### src/rtl/spi_sensor_pkg.sv
package spi_sensor_pkg;

    localparam int CMD_W    = 8;
    localparam int SAMPLE_W = 11;
    localparam int STAT_W   = 8;
    localparam int WR_W     = 8;

    typedef enum logic [2:0] {
        ST_IDLE,
        ST_CMD,
        ST_READ,
        ST_WRITE,
        ST_DONE,
        ST_LOCK
    } link_state_e;

    typedef enum logic [2:0] {
        OP_RD_X,
        OP_RD_Y,
        OP_RD_ST,
        OP_WR,
        OP_NOP,
        OP_BAD
    } link_op_e;

    typedef struct packed {
        logic rise;
        logic fall;
        logic cs_fall;
        logic cs_on;
        logic mosi;
    } pin_evt_t;

    function automatic link_op_e decode_op(
        input logic [CMD_W-1:0] code,
        input logic [CMD_W-1:0] c_rdx,
        input logic [CMD_W-1:0] c_rdy,
        input logic [CMD_W-1:0] c_rst,
        input logic [CMD_W-1:0] c_wr,
        input logic [CMD_W-1:0] c_nop
    );
        if (code == c_rdx) return OP_RD_X;
        if (code == c_rdy) return OP_RD_Y;
        if (code == c_rst) return OP_RD_ST;
        if (code == c_wr)  return OP_WR;
        if (code == c_nop) return OP_NOP;
        return OP_BAD;
    endfunction

endpackage

### src/rtl/spi_pin_sync.sv
module spi_pin_sync
    import spi_sensor_pkg::*;
#(
    parameter int STAGES = 2
) (
    input  logic     clk,
    input  logic     rst,
    input  logic     sck,
    input  logic     csb,
    input  logic     mosi,
    output pin_evt_t evt
);
    // bit 2 = sck, bit 1 = csb, bit 0 = mosi
    localparam logic [2:0] PIPE_RST = 3'b010;

    logic [2:0] pipe [STAGES];
    logic       sck_d;
    logic       csb_d;

    always_ff @(posedge clk) begin
        if (rst) pipe[0] <= PIPE_RST;
        else     pipe[0] <= {sck, csb, mosi};
    end

    generate
        for (genvar k = 1; k < STAGES; k++) begin : g_stage
            always_ff @(posedge clk) begin
                if (rst) pipe[k] <= PIPE_RST;
                else     pipe[k] <= pipe[k-1];
            end
        end
    endgenerate

    always_ff @(posedge clk) begin
        if (rst) begin
            sck_d <= 1'b0;
            csb_d <= 1'b1;
        end else begin
            sck_d <= pipe[STAGES-1][2];
            csb_d <= pipe[STAGES-1][1];
        end
    end

    always_comb begin
        evt.rise    =  pipe[STAGES-1][2] & ~sck_d;
        evt.fall    = ~pipe[STAGES-1][2] &  sck_d;
        evt.cs_fall = ~pipe[STAGES-1][1] &  csb_d;
        evt.cs_on   = ~pipe[STAGES-1][1];
        evt.mosi    =  pipe[STAGES-1][0];
    end

endmodule

### src/rtl/spi_link_ctrl.sv
module spi_link_ctrl
    import spi_sensor_pkg::*;
#(
    parameter int               SMP_W  = SAMPLE_W,
    parameter int               ST_W   = STAT_W,
    parameter int               W_W    = WR_W,
    parameter logic [CMD_W-1:0] C_RDX  = 8'h10,
    parameter logic [CMD_W-1:0] C_RDY  = 8'h11,
    parameter logic [CMD_W-1:0] C_RST  = 8'h20,
    parameter logic [CMD_W-1:0] C_WR   = 8'h40,
    parameter logic [CMD_W-1:0] C_NOP  = 8'h00
) (
    input  logic             clk,
    input  logic             rst,
    input  pin_evt_t         evt,
    input  logic [SMP_W-1:0] sample_x,
    input  logic [SMP_W-1:0] sample_y,
    input  logic [ST_W-1:0]  status,
    output logic             miso,
    output logic             miso_oe,
    output logic             wr_stb,
    output logic [W_W-1:0]   wr_data
);
    localparam int OUT_W = (SMP_W > ST_W) ? SMP_W : ST_W;
    localparam int MAX_N = (OUT_W > CMD_W) ? ((OUT_W > W_W) ? OUT_W : W_W)
                                           : ((CMD_W > W_W) ? CMD_W : W_W);
    localparam int CNT_W = $clog2(MAX_N + 1);

    link_state_e      state;
    logic [CNT_W-1:0] cnt_q;
    logic [CNT_W-1:0] rem_q;
    logic [CMD_W-2:0] cmd_part_q;
    logic [W_W-2:0]   wpart_q;
    logic [OUT_W-1:0] sh_q;
    logic [CMD_W-1:0] cmd_next;
    link_op_e         op;

    always_comb begin
        cmd_next = {cmd_part_q, evt.mosi};
        op       = decode_op(cmd_next, C_RDX, C_RDY, C_RST, C_WR, C_NOP);
    end

    always_ff @(posedge clk) begin
        if (rst) begin
            state      <= ST_IDLE;
            cnt_q      <= '0;
            rem_q      <= '0;
            cmd_part_q <= '0;
            wpart_q    <= '0;
            sh_q       <= '0;
            miso       <= 1'b0;
            miso_oe    <= 1'b0;
            wr_stb     <= 1'b0;
            wr_data    <= '0;
        end else begin
            wr_stb <= 1'b0;
            if (!evt.cs_on) begin
                state      <= ST_IDLE;
                cnt_q      <= '0;
                cmd_part_q <= '0;
                miso       <= 1'b0;
                miso_oe    <= 1'b0;
            end else if (evt.cs_fall) begin
                state      <= ST_CMD;
                cnt_q      <= '0;
                cmd_part_q <= '0;
                miso_oe    <= 1'b0;
            end else begin
                case (state)
                    ST_CMD: if (evt.rise) begin
                        cmd_part_q <= cmd_next[CMD_W-2:0];
                        if (cnt_q == CNT_W'(CMD_W - 1)) begin
                            cnt_q <= '0;
                            case (op)
                                OP_RD_X: begin
                                    sh_q  <= OUT_W'(sample_x) << (OUT_W - SMP_W);
                                    rem_q <= CNT_W'(SMP_W);
                                    state <= ST_READ;
                                end
                                OP_RD_Y: begin
                                    sh_q  <= OUT_W'(sample_y) << (OUT_W - SMP_W);
                                    rem_q <= CNT_W'(SMP_W);
                                    state <= ST_READ;
                                end
                                OP_RD_ST: begin
                                    sh_q  <= OUT_W'(status) << (OUT_W - ST_W);
                                    rem_q <= CNT_W'(ST_W);
                                    state <= ST_READ;
                                end
                                OP_WR:   state <= ST_WRITE;
                                OP_NOP:  state <= ST_DONE;
                                default: state <= ST_LOCK;
                            endcase
                        end else begin
                            cnt_q <= cnt_q + 1'b1;
                        end
                    end
                    ST_READ: if (evt.fall) begin
                        if (rem_q != '0) begin
                            miso    <= sh_q[OUT_W-1];
                            sh_q    <= sh_q << 1;
                            miso_oe <= 1'b1;
                            rem_q   <= rem_q - 1'b1;
                        end else begin
                            miso    <= 1'b0;
                            miso_oe <= 1'b0;
                            state   <= ST_DONE;
                        end
                    end
                    ST_WRITE: if (evt.rise) begin
                        wpart_q <= {wpart_q[W_W-3:0], evt.mosi};
                        if (cnt_q == CNT_W'(W_W - 1)) begin
                            wr_stb  <= 1'b1;
                            wr_data <= {wpart_q, evt.mosi};
                            cnt_q   <= '0;
                            state   <= ST_DONE;
                        end else begin
                            cnt_q <= cnt_q + 1'b1;
                        end
                    end
                    default: ;
                endcase
            end
        end
    end

    AST_OE_ONLY_READ: assert property (@(posedge clk) disable iff (rst)
        miso_oe |-> state == ST_READ);
    AST_OE_STARTS_ON_FALL: assert property (@(posedge clk) disable iff (rst)
        $rose(miso_oe) |-> $past(evt.fall) && $past(state) == ST_READ);
    AST_STB_ONE_CYCLE: assert property (@(posedge clk) disable iff (rst)
        wr_stb |=> !wr_stb);
    AST_STB_FROM_WRITE: assert property (@(posedge clk) disable iff (rst)
        $rose(wr_stb) |-> $past(state) == ST_WRITE && state == ST_DONE);
    AST_LOCK_SILENT: assert property (@(posedge clk) disable iff (rst)
        state == ST_LOCK |-> !miso_oe && !wr_stb);
    AST_DESELECT_QUIET: assert property (@(posedge clk) disable iff (rst)
        !evt.cs_on |=> !miso_oe && state == ST_IDLE && cnt_q == '0);
    AST_CNT_BOUND: assert property (@(posedge clk) disable iff (rst)
        cnt_q < CNT_W'(MAX_N));

endmodule

### src/rtl/spi_sensor_slave.sv
module spi_sensor_slave
    import spi_sensor_pkg::*;
#(
    parameter int               SYNC_STAGES = 2,
    parameter int               SMP_W       = SAMPLE_W,
    parameter int               ST_W        = STAT_W,
    parameter int               W_W         = WR_W,
    parameter logic [CMD_W-1:0] CODE_RD_X   = 8'h10,
    parameter logic [CMD_W-1:0] CODE_RD_Y   = 8'h11,
    parameter logic [CMD_W-1:0] CODE_RD_ST  = 8'h20,
    parameter logic [CMD_W-1:0] CODE_WR     = 8'h40,
    parameter logic [CMD_W-1:0] CODE_NOP    = 8'h00
) (
    input  logic             clk,
    input  logic             rst,
    input  logic             sck,
    input  logic             csb,
    input  logic             mosi,
    input  logic [SMP_W-1:0] sample_x,
    input  logic [SMP_W-1:0] sample_y,
    input  logic [ST_W-1:0]  status,
    output logic             miso,
    output logic             miso_oe,
    output logic             wr_stb,
    output logic [W_W-1:0]   wr_data
);
    pin_evt_t evt;

    spi_pin_sync #(.STAGES(SYNC_STAGES)) u_sync (
        .clk  (clk),
        .rst  (rst),
        .sck  (sck),
        .csb  (csb),
        .mosi (mosi),
        .evt  (evt)
    );

    spi_link_ctrl #(
        .SMP_W (SMP_W),
        .ST_W  (ST_W),
        .W_W   (W_W),
        .C_RDX (CODE_RD_X),
        .C_RDY (CODE_RD_Y),
        .C_RST (CODE_RD_ST),
        .C_WR  (CODE_WR),
        .C_NOP (CODE_NOP)
    ) u_ctrl (
        .clk      (clk),
        .rst      (rst),
        .evt      (evt),
        .sample_x (sample_x),
        .sample_y (sample_y),
        .status   (status),
        .miso     (miso),
        .miso_oe  (miso_oe),
        .wr_stb   (wr_stb),
        .wr_data  (wr_data)
    );

endmodule

### config.mk
export PLATFORM = sky130hd
export DESIGN_NAME = spi_sensor_slave
export DESIGN_NICKNAME = d
export VERILOG_FILES = /design/src/rtl/spi_sensor_pkg.sv /design/src/rtl/spi_pin_sync.sv /design/src/rtl/spi_link_ctrl.sv /design/src/rtl/spi_sensor_slave.sv
export SDC_FILE = /design/constraint.sdc
export NUM_CORES = 1
export LEC_CHECK = 0
export BUFFER_PORTS_ARGS = -buffer_cell sky130_fd_sc_hd__buf_2
export CAP_MARGIN = 20
export CORE_ASPECT_RATIO = 1.2
export CORE_UTILIZATION = 55
export CTS_CLUSTER_SIZE = 28
export DETAILED_ROUTE_END_ITERATION = 12
export GPL_TIMING_DRIVEN = 0
export PLACE_DENSITY = 0.79
export SKIP_LAST_GASP = 1
export SYNTH_ARGS = -nofsm -noshare
export SYNTH_HDL_FRONTEND = slang
export SYNTH_SLANG_ARGS = --single-unit
export TNS_END_PERCENT = 30
### constraint.sdc
create_clock -name clk -period 3 [get_ports clk]
set_clock_uncertainty 0.2 [all_clocks]
set_input_delay 0.3 -clock clk [delete_from_list [all_inputs] [get_ports clk]]
set_output_delay 0.3 -clock clk [all_outputs]
set_load 0.02 [all_outputs]
==> results.py <==
metrics = {
    "run_status": {
        "status": "completed",
    },
    "critical_path": {
        "arrival_ns": 2.45,
        "worstPathRequired_ns": 2.99,
        "critPathLaunchType": "flop",
        "r2r_slack_ns": 0.54,
        "path_max_fanout": 10,
        "critPathKind": "reg2reg",
        "worst_setup_path_end_kind": "flop",
    },
    "floorplan": {
        "fp.dieW_um": 64.59,
        "io_pins": 46,
        "num_rows": 26,
        "start_util": 0.5886,
        "die_area_um2": 4980,
        "die_y_um": 77.10,
        "coreArea_um2": 4392,
    },
    "sta": {
        "hold_viol": 0,
        "slew_violations": 0,
        "timing.final.crit_share": 0.8185,
        "fin_crit_ns": 2.456,
        "worst_pin_slew_ns": 0.6639,
        "setup_viol": 0,
        "hold_slack_ns": 0.007210,
        "final.setup.tns_ns": 0,
        "slew_headroom": 0.5564,
        "rsz0062_at_grt": "no",
        "fmax_ghz": 0.4072,
    },
    "global_routing": {
        "grt_use_met2": 0.3979,
        "grt_pass1_vias": 2057,
        "use_met3": 0.04911,
        "use_met1": 0.2609,
        "top_usage_layer": "met2",
        "grt_max_degree": 16,
        "grt_pass1_wl_mm": 8.901,
        "overflow": 0,
        "grt_antenna_before_repair": 0,
        "track_usage": 0.2252,
    },
    "yosys": {
        "synth_common_cells": "dfxtp_1, nor2_1, mux2i_1",
        "synth-edff-count": 0,
        "synthMuxAreaShare": 0.08519,
        "synth_top_area_share": 0.4259,
        "ys_ff_latch": 55,
        "syn-cell-area_um2": 2585,
        "ys_top_cells_by_area": "dfxtp_1, mux2i_1, nor2_1, o32ai_2, a221o_1",
        "synth_xor_area_frac": 0.003388,
        "yosysTopAreaCell": "dfxtp_1",
        "async_reset_ff_frac": 0,
        "synth_area_per_cell_um2": 9.610,
        "synth_flop_cell": "dfxtp_1",
        "syn-instance-count": 269,
        "synth_compound_area_frac": 0.2110,
        "synth_fp_nets": 307,
        "synth-simple-area-share": 0.2028,
        "yosysMostFrequentCell": "dfxtp_1",
        "synth_top_family_by_area": "compound AO/OA/AOI/OAI gates",
        "ys_types": 48,
        "synth_fa_ha_area_frac": 0.01452,
        "yosysWarningCount": 0,
        "ys_seq_area_frac": 0.4259,
    },
    "layout": {
        "n_antenna_cell": 0,
        "stdcell_area_um2": 2982,
        "drive_gt1_frac": 0.2346,
        "area_growth_pct": 15.34,
        "nets": 361,
    },
    "drt": {
        "vias": 2153,
        "first_iter_violations": 124,
        "wire_per_inst_um": 14.01,
        "drt-vias-per-instance": 5.666,
        "first_pass_iters": 4,
        "ant_nets": 0,
        "wl_mm": 5.324,
        "drc": 0,
    },
    "power_and_ir_drop": {
        "total_power_uw": 1185,
        "ir_drop_mv": 0.2966,
        "p_per_area_nw_per_um2": 397.5,
        "p_leak_uw": 0.001263,
    },
    "cts": {
        "insertion_delay_ns": 0.30,
        "cts_buffer_depth": 2,
        "ctsResizeCount": 0,
        "htreeDepth": 2,
        "cts_tree": "yes",
        "root_buffer": "clkbuf_8",
        "cts_sinks": 55,
        "post_cts_buffers": 0,
        "cts_buffers": 5,
        "postCtsHoldBufs": 2,
        "cts.clk_slew.worst_paths_ns": 0.09,
    },
    "placed_design": {
        "dpl-instance-area_um2": 2880,
        "dp_hpwl_mm": 3.840,
        "gp_congestion": 0.8272,
        "portBuffers": 45,
    },
    "run": {
        "max_cap_viol_count": 0,
    },
    "worst_hold_path": {
        "hp-class": "in2reg",
    },
}
## layout by cell type (no fill, tap or decap), types with 2 or more instances in the layout
| master | instances |
|---|---|
| dlygate4sd3_1 | 2 |
| nand2_1 | 11 |
| a21oi_1 | 15 |
| clkbuf_8 | 5 |
| nor2_1 | 49 |
| nand3b_1 | 4 |
| or3_1 | 2 |
| o211ai_1 | 2 |
| mux2i_1 | 22 |
| inv_1 | 15 |
| buf_2 | 48 |
| dfxtp_1 | 55 |
| ha_1 | 3 |
| a22oi_1 | 2 |
| nand2b_1 | 4 |
| o32ai_1 | 2 |
| clkbuf_1 | 12 |
| a2111o_1 | 2 |
| nor2b_1 | 8 |
| a221oi_1 | 3 |
| nor3b_1 | 3 |
| o21ai_0 | 2 |
| nor3_1 | 4 |
| and4_1 | 2 |
| nand4_1 | 2 |
| or2_2 | 3 |
| o32ai_2 | 11 |
| a221o_1 | 8 |
## worst paths after layout
kind | start | to | cells past startpoint
worst max register to register | u_ctrl.cnt_q[0] | u_ctrl.sh_q[2] | 7
worst min-delay path | sck | u_sync.pipe[0][2] | 2
worst max-delay path | u_ctrl.cnt_q[0] | u_ctrl.sh_q[2] | 7
worst min register to register | u_sync.pipe[0][1] | u_sync.pipe[1][1] | 1
## layer usage
layer / part of all wire / vias up
li1: - / 1076
met1: 0.46 / 1007
met2: 0.48 / 59
met3: 0.048 / 11
met4: 0.017 / 0
met5: 0 / -
## per-stage QoR
step | worst slack [ns] | std cells | util
after floorplan | 0.8581 | 269 | -
after global placement | 0.6051 | 370 | 0.6558
after detailed placement | 0.6058 | 370 | 0.6558
after CTS | 0.5736 | 380 | 0.6789
after global routing | 0.3977 | 380 | 0.6789
final | 0.5445 | 380 | 0.6789
## logic make-up (layout without fill, tap and decap cells)
group,count (synthesis),count (layout)
compound gates,57,57
xor+xnor,1,1
flops,55,55
fa+ha+maj,3,3
simple gates,100,100
mux,22,22
buf+inv,31,86
## sequential cells by signal (all words and copies together), names as in the netlist
| signal | cells |
|---|---|
| u_ctrl.wpart_q | 7 |
| u_ctrl.miso_oe | 1 |
| u_ctrl.wr_data | 8 |
| u_ctrl.sh_q | 11 |
| u_ctrl.cnt_q | 4 |
| u_ctrl.wr_stb | 1 |
| u_ctrl.cmd_part_q | 7 |
| u_sync.sck_d | 1 |
| u_sync.csb_d | 1 |
| u_ctrl.rem_q | 4 |
| u_ctrl.miso | 1 |
| u_ctrl.state | 3 |
| u_sync.pipe | 6 |
## power breakdown
group	switching, uW	total, uW	internal, uW	leakage (uW)
Combinational	25.8	57.6	31.8	0.000777
Clock	224	388	164	0.0000422
Sequential	5.09	739	734	0.000444
## worst max-delay path, stage by stage (launching register included)
cell       delay (ns)
dfxtp_1          0.38
ha_1             0.20
nand3b_1         0.22
o32a_1           0.42
a2111oi_4        0.50
a21o_4           0.21
buf_12           0.13
o32ai_2          0.08
## final cells by class
cell class / count / area, um2
fillers: 383 / 1410
flip-flops and latches: 55 / 1101
inverters: 15 / 56.30
repair buffers: 47 / 245.2
clock inverters: 1 / 5.005
well taps: 56 / 70.07
multi-input cells: 183 / 1336
plain buffers: 16 / 91.34
clock buffers: 7 / 76.32
Power figures use the tool's default switching activity.
